**config.mk**
```make
export PLATFORM = sky130hd
export DESIGN_NAME = gpio_bidir_port
export DESIGN_NICKNAME = d
export VERILOG_FILES = /design/src/rtl/gpio_port_pkg.sv /design/src/rtl/gpio_pin_sync.sv /design/src/rtl/gpio_port_regs.sv /design/src/rtl/gpio_pad_ctl.sv /design/src/rtl/gpio_bidir_port.sv
export SDC_FILE = /design/constraint.sdc
export NUM_CORES = 1
export LEC_CHECK = 0
export BUFFER_PORTS_ARGS = -buffer_cell sky130_fd_sc_hd__buf_4
export CORE_UTILIZATION = 45
export CTS_CLUSTER_DIAMETER = 100
export DETAILED_ROUTE_END_ITERATION = 10
export HOLD_SLACK_MARGIN = 0.05
export PLACE_DENSITY = 0.8
export SLEW_MARGIN = 20
export SYNTH_ARGS = -nofsm -noshare
export SYNTH_HDL_FRONTEND = slang
export SYNTH_SLANG_ARGS = --single-unit
```
**constraint.sdc**
```tcl
create_clock -name clk -period 1.6 [get_ports clk]
set_input_delay 0.24 -clock clk [delete_from_list [all_inputs] [get_ports clk]]
set_output_delay 0.24 -clock clk [all_outputs]
set_load 0.05 [all_outputs]
```
**src/rtl/gpio_port_pkg.sv**
```systemverilog
package gpio_port_pkg;
  localparam int unsigned ADDR_W   = 6;
  localparam logic [ADDR_W-1:0] OFS_PIN  = 6'h16;
  localparam logic [ADDR_W-1:0] OFS_DIR  = 6'h17;
  localparam logic [ADDR_W-1:0] OFS_DATA = 6'h18;

  typedef enum logic [1:0] {
    XB_ADDR  = 2'd0,
    XB_WDATA = 2'd1,
    XB_READ  = 2'd2,
    XB_IDLE  = 2'd3
  } xbus_phase_e;

  typedef enum logic [1:0] {
    SEL_NONE,
    SEL_DATA,
    SEL_DIR,
    SEL_PIN
  } reg_sel_e;

  function automatic reg_sel_e decode_sel(input logic [ADDR_W-1:0] a);
    case (a)
      OFS_DATA: return SEL_DATA;
      OFS_DIR:  return SEL_DIR;
      OFS_PIN:  return SEL_PIN;
      default:  return SEL_NONE;
    endcase
  endfunction

  // Pull-up is active only for an input pin whose latch bit is set.
  function automatic logic pull_on(input logic dir_b, input logic data_b);
    return data_b & ~dir_b;
  endfunction

  // In takeover mode only the address and write phases drive the pins.
  function automatic logic xbus_drives(input xbus_phase_e ph);
    return (ph == XB_ADDR) || (ph == XB_WDATA);
  endfunction
endpackage

```
**src/rtl/gpio_pin_sync.sv**
```systemverilog
module gpio_pin_sync #(
  parameter int unsigned WIDTH  = 8,
  parameter int unsigned STAGES = 2
) (
  input  logic             clk,
  input  logic             rst_n,
  input  logic [WIDTH-1:0] pad_in,
  output logic [WIDTH-1:0] pin_sync
);
  logic [WIDTH-1:0] stg [STAGES];

  always_ff @(posedge clk or negedge rst_n) begin
    if (!rst_n) stg[0] <= '0;
    else        stg[0] <= pad_in;
  end

  for (genvar k = 1; k < STAGES; k++) begin : g_stage
    always_ff @(posedge clk or negedge rst_n) begin
      if (!rst_n) stg[k] <= '0;
      else        stg[k] <= stg[k-1];
    end
  end

  assign pin_sync = stg[STAGES-1];

  if (STAGES == 2) begin : g_chk
    logic [1:0] seen;
    always_ff @(posedge clk or negedge rst_n) begin
      if (!rst_n)         seen <= '0;
      else if (seen != 2) seen <= seen + 2'd1;
    end
    AST_SYNC_LATENCY: assert property (@(posedge clk) disable iff (!rst_n)
      (seen == 2'd2) |-> (pin_sync == $past(pad_in, 2)));
  end
endmodule

```
**src/rtl/gpio_port_regs.sv**
```systemverilog
module gpio_port_regs
  import gpio_port_pkg::*;
#(
  parameter int unsigned WIDTH = 8
) (
  input  logic              clk,
  input  logic              rst_n,
  input  logic [ADDR_W-1:0] bus_addr,
  input  logic              bus_wr,
  input  logic [WIDTH-1:0]  bus_wdata,
  input  logic [WIDTH-1:0]  pin_sync,
  output logic [WIDTH-1:0]  data_q,
  output logic [WIDTH-1:0]  dir_q,
  output logic [WIDTH-1:0]  bus_rdata
);
  reg_sel_e sel;
  logic     wr_data_ev;
  logic     wr_dir_ev;
  logic     wr_pin_ev;
  logic     wr_none_ev;

  assign sel        = decode_sel(bus_addr);
  assign wr_data_ev = bus_wr && (sel == SEL_DATA);
  assign wr_dir_ev  = bus_wr && (sel == SEL_DIR);
  assign wr_pin_ev  = bus_wr && (sel == SEL_PIN);
  assign wr_none_ev = bus_wr && (sel == SEL_NONE);

  always_ff @(posedge clk or negedge rst_n) begin
    if (!rst_n) begin
      data_q <= '0;
      dir_q  <= '0;
    end else begin
      if (wr_data_ev) data_q <= bus_wdata;
      if (wr_dir_ev)  dir_q  <= bus_wdata;
    end
  end

  always_comb begin
    case (sel)
      SEL_DATA: bus_rdata = data_q;
      SEL_DIR:  bus_rdata = dir_q;
      SEL_PIN:  bus_rdata = pin_sync;
      default:  bus_rdata = '0;
    endcase
  end

  AST_DATA_WRITE: assert property (@(posedge clk) disable iff (!rst_n)
    wr_data_ev |=> (data_q == $past(bus_wdata)));
  AST_DIR_WRITE: assert property (@(posedge clk) disable iff (!rst_n)
    wr_dir_ev |=> (dir_q == $past(bus_wdata)));
  AST_PIN_RO: assert property (@(posedge clk) disable iff (!rst_n)
    wr_pin_ev |=> ($stable(data_q) && $stable(dir_q)));
  AST_UNMAPPED_WR: assert property (@(posedge clk) disable iff (!rst_n)
    wr_none_ev |=> ($stable(data_q) && $stable(dir_q)));
endmodule

```
**src/rtl/gpio_pad_ctl.sv**
```systemverilog
module gpio_pad_ctl
  import gpio_port_pkg::*;
#(
  parameter int unsigned WIDTH = 8
) (
  input  logic             clk,
  input  logic             rst_n,
  input  logic [WIDTH-1:0] data_q,
  input  logic [WIDTH-1:0] dir_q,
  input  logic             xbus_en,
  input  logic [1:0]       xbus_phase,
  input  logic [WIDTH-1:0] xbus_addr,
  input  logic [WIDTH-1:0] xbus_wdata,
  output logic [WIDTH-1:0] pad_out,
  output logic [WIDTH-1:0] pad_oe,
  output logic [WIDTH-1:0] pad_pu
);
  xbus_phase_e ph;
  logic        xb_drive;

  assign ph       = xbus_phase_e'(xbus_phase);
  assign xb_drive = xbus_drives(ph);

  for (genvar i = 0; i < WIDTH; i++) begin : g_pin
    always_comb begin
      if (xbus_en) begin
        pad_oe[i] = xb_drive;
        pad_pu[i] = 1'b0;
        case (ph)
          XB_ADDR:  pad_out[i] = xbus_addr[i];
          XB_WDATA: pad_out[i] = xbus_wdata[i];
          default:  pad_out[i] = 1'b0;
        endcase
      end else begin
        pad_oe[i]  = dir_q[i];
        pad_out[i] = data_q[i];
        pad_pu[i]  = pull_on(dir_q[i], data_q[i]);
      end
    end
  end

  AST_NO_PULL_WHILE_DRIVE: assert property (@(posedge clk) disable iff (!rst_n)
    (pad_oe & pad_pu) == '0);
  AST_XBUS_NO_PULL: assert property (@(posedge clk) disable iff (!rst_n)
    xbus_en |-> (pad_pu == '0));
  AST_XBUS_RELEASE: assert property (@(posedge clk) disable iff (!rst_n)
    (xbus_en && (ph == XB_READ || ph == XB_IDLE)) |-> (pad_oe == '0));
  AST_XBUS_WDATA: assert property (@(posedge clk) disable iff (!rst_n)
    (xbus_en && ph == XB_WDATA) |-> (pad_out == xbus_wdata && pad_oe == '1));
endmodule

```
**src/rtl/gpio_bidir_port.sv**
```systemverilog
module gpio_bidir_port
  import gpio_port_pkg::*;
#(
  parameter int unsigned WIDTH       = 8,
  parameter int unsigned SYNC_STAGES = 2
) (
  input  logic              clk,
  input  logic              rst_n,
  input  logic [ADDR_W-1:0] bus_addr,
  input  logic              bus_wr,
  input  logic [WIDTH-1:0]  bus_wdata,
  output logic [WIDTH-1:0]  bus_rdata,
  input  logic [WIDTH-1:0]  pad_in,
  output logic [WIDTH-1:0]  pad_out,
  output logic [WIDTH-1:0]  pad_oe,
  output logic [WIDTH-1:0]  pad_pu,
  input  logic              xbus_en,
  input  logic [1:0]        xbus_phase,
  input  logic [WIDTH-1:0]  xbus_addr,
  input  logic [WIDTH-1:0]  xbus_wdata,
  output logic [WIDTH-1:0]  xbus_rdata
);
  logic [WIDTH-1:0] pin_sync;
  logic [WIDTH-1:0] data_q;
  logic [WIDTH-1:0] dir_q;

  gpio_pin_sync #(.WIDTH(WIDTH), .STAGES(SYNC_STAGES)) u_sync (
    .clk      (clk),
    .rst_n    (rst_n),
    .pad_in   (pad_in),
    .pin_sync (pin_sync)
  );

  gpio_port_regs #(.WIDTH(WIDTH)) u_regs (
    .clk       (clk),
    .rst_n     (rst_n),
    .bus_addr  (bus_addr),
    .bus_wr    (bus_wr),
    .bus_wdata (bus_wdata),
    .pin_sync  (pin_sync),
    .data_q    (data_q),
    .dir_q     (dir_q),
    .bus_rdata (bus_rdata)
  );

  gpio_pad_ctl #(.WIDTH(WIDTH)) u_pad (
    .clk        (clk),
    .rst_n      (rst_n),
    .data_q     (data_q),
    .dir_q      (dir_q),
    .xbus_en    (xbus_en),
    .xbus_phase (xbus_phase),
    .xbus_addr  (xbus_addr),
    .xbus_wdata (xbus_wdata),
    .pad_out    (pad_out),
    .pad_oe     (pad_oe),
    .pad_pu     (pad_pu)
  );

  assign xbus_rdata = pin_sync;

  AST_RESET_FLOAT: assert property (@(posedge clk)
    !rst_n |-> (pad_oe == '0 && pad_pu == '0));
endmodule

```
## Word-level counts from Yosys, hierarchy flattened

Index checks and enable logic that the tools add are counted.

- Input bits: 44
- Register bits: 32
- Output and inout port bits: 40

- Mux-type cells: 34
- Bitwise logic cells: 16
- Reduce and logical (&&, ||, !) cells: 4
- Eq/ne operators: 7

Operators by type and width:

| kind | count |
|---|---|
| 1-bit 2-to-1 mux | 24 |
| 8-bit case mux with 3 select lines | 1 |
| 6-bit by 5-bit == test with 1-bit output, second input constant | 3 |
| 1-bit case mux with 2 select lines | 8 |
| 1-bit bitwise AND | 8 |
| 1-bit inverter | 8 |
| 2-bit case mux with 3 select lines | 1 |
| 2-bit by 1-bit == test with 1-bit output, second input constant | 2 |
| 2-bit == test, second input constant | 2 |
| 1-bit logical AND | 2 |
| 2-bit logical NOT | 1 |
| 1-bit logical OR | 1 |

## Depth between registers and ports, before layout

- Depth after elaboration: 4
- Depth in mapped cells: 4

## Modules after synthesis

Synthesis repeated with hierarchy kept, for this count alone.

- Cell total of the unflattened synthesis: 136
- Area total of the unflattened synthesis: 1624.1 um2

Modules (own cells, without submodules):

| module | cells an instance | times used | area each (um2) |
|---|---|---|---|
| gpio_port_regs | 59 | 1 | 849.6 |
| gpio_pin_sync | 24 | 1 | 460.4 |
| gpio_pad_ctl | 53 | 1 | 314.1 |

## Worst setup path before layout

OpenSTA, ideal clock, no wires.

- Path kind: in2out
- Start point: input port bus_addr[5]
- End point: output port bus_rdata[0]
- Setup slack: -0.318 ns
- Stages: 4
- Arrival time: 1.678 ns
- Cell sequence: nand2b_1 -> or3_1 -> clkbuf_1 -> o2bb2ai_1

- Word-level cells in the longest chain between the ends: 4
- Elaborated cells between the ends (all ways): 8
- Classes of those cells: eq/ne: 6; mux: 2

Ends and longest elaborated chain:

| what | line | RTL |
|---|---|---|
| from (decl) | gpio_bidir_port.sv:9 | `input logic [ADDR_W-1:0] bus_addr,` |
| 6-bit by 5-bit == test with 1-bit output | gpio_port_pkg.sv:22 | `case (a)` |
| 2-bit case mux with 3 select lines (*) | gpio_port_pkg.sv:22 |  |
| 2-bit == test (tied with other cells) | n/a |  |
| 8-bit case mux with 3 select lines (*) | gpio_port_regs.sv:39 | `case (sel)` |
| to (decl) | gpio_bidir_port.sv:12 | `output logic [WIDTH-1:0] bus_rdata,` |

Every way passes the cells marked *; elsewhere a longest branch is shown, timed or not.

## Worst setup path after layout

- Start point: input port bus_addr[5]
- End point: output port bus_rdata[3]

Same word-level chain as after synthesis.

==> metrics.yaml <==
setup_path:
  cpMostUsedCell: "buf_6"
  rrSetupSlack_ns: 0.70
  max_stage_delay_ns: 0.26
  path_class: "primary input to output pin"
  cp_cell_sequence: "buf_6, nand2b_4, buf_6, nor4_4, buf_6, o2bb2ai_4, buf_8"
  crit_slowest_cell: "nor4_4"
  crit_arrival_ns: 1.34
  cp_max_fo: 4
  required_ns: 1.36
  endpoint_kind: "output pin"
  critPathLaunchType: "primary input"
synthesis:
  synth.area.top_cells: "dfrtp_1 50%, mux2_2 11%, mux2i_1 10%, o2bb2ai_1 4.4%, buf_4 3.7%"
  synth_edf_count: 0
  syn_area_um2: 1610
  syn_inst: 139
  syn_nets: 183
  syn_area_per_cell_um2: 11.5
  ys_async_sr_fraction_pct: 100
  ys_seq_elements: 32
  ys_top_cells_by_count: "32 x dfrtp_1, 16 x mux2_2, 16 x mux2i_1, 16 x nor2_1"
  yosys.area.top_type_share_pct: 49.9
  synth_cell_types: 21
  yosysMostFrequentCell: "dfrtp_1"
  synth_ff_type: "dfrtp_1"
  yosysWarnings: 0
  yosysTopAreaCell: "dfrtp_1"
  ys_seq_area_share_pct: 49.9
clock_network:
  cts-root-buf: "clkbuf_4"
  cts_buffer_depth: 2
  cts-buffers-inserted: 5
  htree_levels: 2
  tritoncts: "done"
  path_clk_slew_ns: 0.10
  clk_latency_ns: 0.33
  clock-sinks: 32
timing:
  timing_hold_violations_final: 0
  setup_viol: 0
  rsz0062_at_grt: "yes"
  skew_ns: 0.000946
  maxSlewViolCount: 0
  finalCriticalPeriod_ns: 1.58
  fin_tns_setup_ns: 0
  fmax_mhz: 632
  tightest_slew_ns: 0.450
  worst_slack_ns: 0.0176
  slew_headroom_pct: 70.0
  fin_crit_sh_pct: 98.9
grt:
  gr-total-overflow: 0
  grt_pass1_vias: 1385
  grt_usage_pct: 24.2
  grt_first_pass_wirelength_um: 6330
  antenna_found_initial: 0
  grt_max_degree: 33
route:
  ant_nets: 0
  first_pass_iters: 4
  wl_met1_um: 1710
  met2_length_um: 2640
  drc: 0
  dr_wl_met3_um: 189
  vias: 1443
  routedWlPerCell_um: 16.3
  drt_iter0_drc: 91
  routed.top_layer: "met4"
  wl_um: 4580
  viasPerCell: 5.15
floorplanning:
  core-area_um2: 3390
  row_count: 21
  die_x_um: 61.7
  start_util_pct: 47.4
  die-area_um2: 3810
  top_level_ports: 84
  die_h_um: 61.7
placement:
  io_buffers: 83
  dp_hpwl_um: 3430
  gp_congestion: 0.810
  pre_cts_slack_ns: -0.0942
pwr:
  ir_drop_uv: 798
  finalPower_uw: 2210
  p_leak_uw: 0.00129
  p_per_area_nw_per_um2: 812
final_layout:
  antenna_cells: 0
  area_growth_syn_to_layout_pct: 69.8
  drive_gt1_share_pct: 62.8
  nNetsFinal: 277
hold_path:
  worstHoldPathType: "primary input to flip-flop"
run:
  drv_cap: 0
status:
  outcome: "complete, no violations"
[area by class of cell]
class / count / area (um^2)
well taps: 46 / 57.6
clock buffers: 6 / 51.3
flip-flops and latches: 32 / 801
repair buffers: 103 / 863
clock inverters: 2 / 15.0
fillers: 218 / 663
inverters: 8 / 30.0
multi-input cells: 83 / 908
[routing by layer]
layer | vias up | track usage, %
li1 | 668 | -
met1 | 722 | 27.9
met2 | 49 | 44.2
met3 | 4 | 6.63
met4 | 0 | 6.67
met5 | - | 0
[metrics by stage]
stage / area (um^2) / std cells / hold WS [ns] / utilization, %
after detailed placement: 2450 / 260 / 0.194 / 72.3
after floorplan: 1810 / 139 / -0.0556 / -
after global routing: 2730 / 280 / 0.125 / 80.4
after global placement: 2450 / 260 / 0.183 / 72.3
after CTS: 2670 / 277 / 0.137 / 78.7
final: 2730 / 280 / 0.147 / 80.4
[what timing repair did]
| action | 4_1_cts | 5_1_grt |
|---|---|---|
| hold buffers | 9 | 0 |
| buffers inserted | 0 | 3 |
| hold endpoints to repair | 40 | 0 |
| gates cloned | 0 | 0 |
| gates resized for setup | 14 | 8 |
| setup endpoints to repair | 8 | 13 |
| pin swaps | 2 | 1 |
[worst max-delay path: cells and delay by family]
family / cells / cell delay, ns
AND/OR/NAND/NOR: 2 / 0.40
AO/OA/AOI/OAI: 1 / 0.14
buffers and inverters: 4 / 0.55
[sequential cells by signal, indices dropped and copies added (netlist names)]
| name | flops |
|---|---|
| u_sync.stg | 8 |
| u_regs.dir_q | 8 |
| u_regs.data_q | 8 |
| u_sync.pin_sync | 8 |
[worst paths after layout]
| kind | cells past startpoint | startpoint | to |
|---|---|---|---|
| max | 7 | bus_addr[5] | bus_rdata[3] |
| max in group asynchronous | 2 | rst_n | u_regs.dir_q[2] |
| max reg2reg | 2 | u_regs.data_q[3] | u_regs.data_q[3] |
| min in group asynchronous | 2 | rst_n | u_regs.dir_q[0] |
| min | 2 | bus_wdata[1] | u_regs.dir_q[1] |
| min reg2reg | 0 | u_sync.stg[12] | u_sync.pin_sync[4] |
[cell families (layout without fill, tap and decap cells)]
kind of cell | after synthesis | in the layout | synth area share [%]
flip-flops | 32 | 32 | 49.9
AO/OA/AOI/OAI | 16 | 16 | 7.48
multiplexers | 32 | 32 | 21.2
AND/OR/NAND/NOR | 35 | 35 | 13.5
buffers and inverters | 24 | 119 | 7.95
[where the power goes]
group          internal (uW)  leakage (uW)  switching [uW]
registers                882      0.000399            71.8
clock network            213     0.0000305             280
logic                    304      0.000860             462
total                   1400       0.00129             813
[placed cells by master, fill, tap and decap left out, types with 2 or more instances in the layout]
master and instances:
clkinvlp_4 2, nor3_1 7, mux2i_1 16, nor2_2 7
clkbuf_4 5, nand2b_4 2, dlygate4sd3_1 9, o22ai_2 6
mux2_2 16, inv_1 8, dfrtp_1 32, nor2_1 9
nor4_4 2, o2bb2ai_4 8, buf_8 4, buf_6 10
buf_4 80, o22ai_1 2
(Power assumes the default switching activity.)
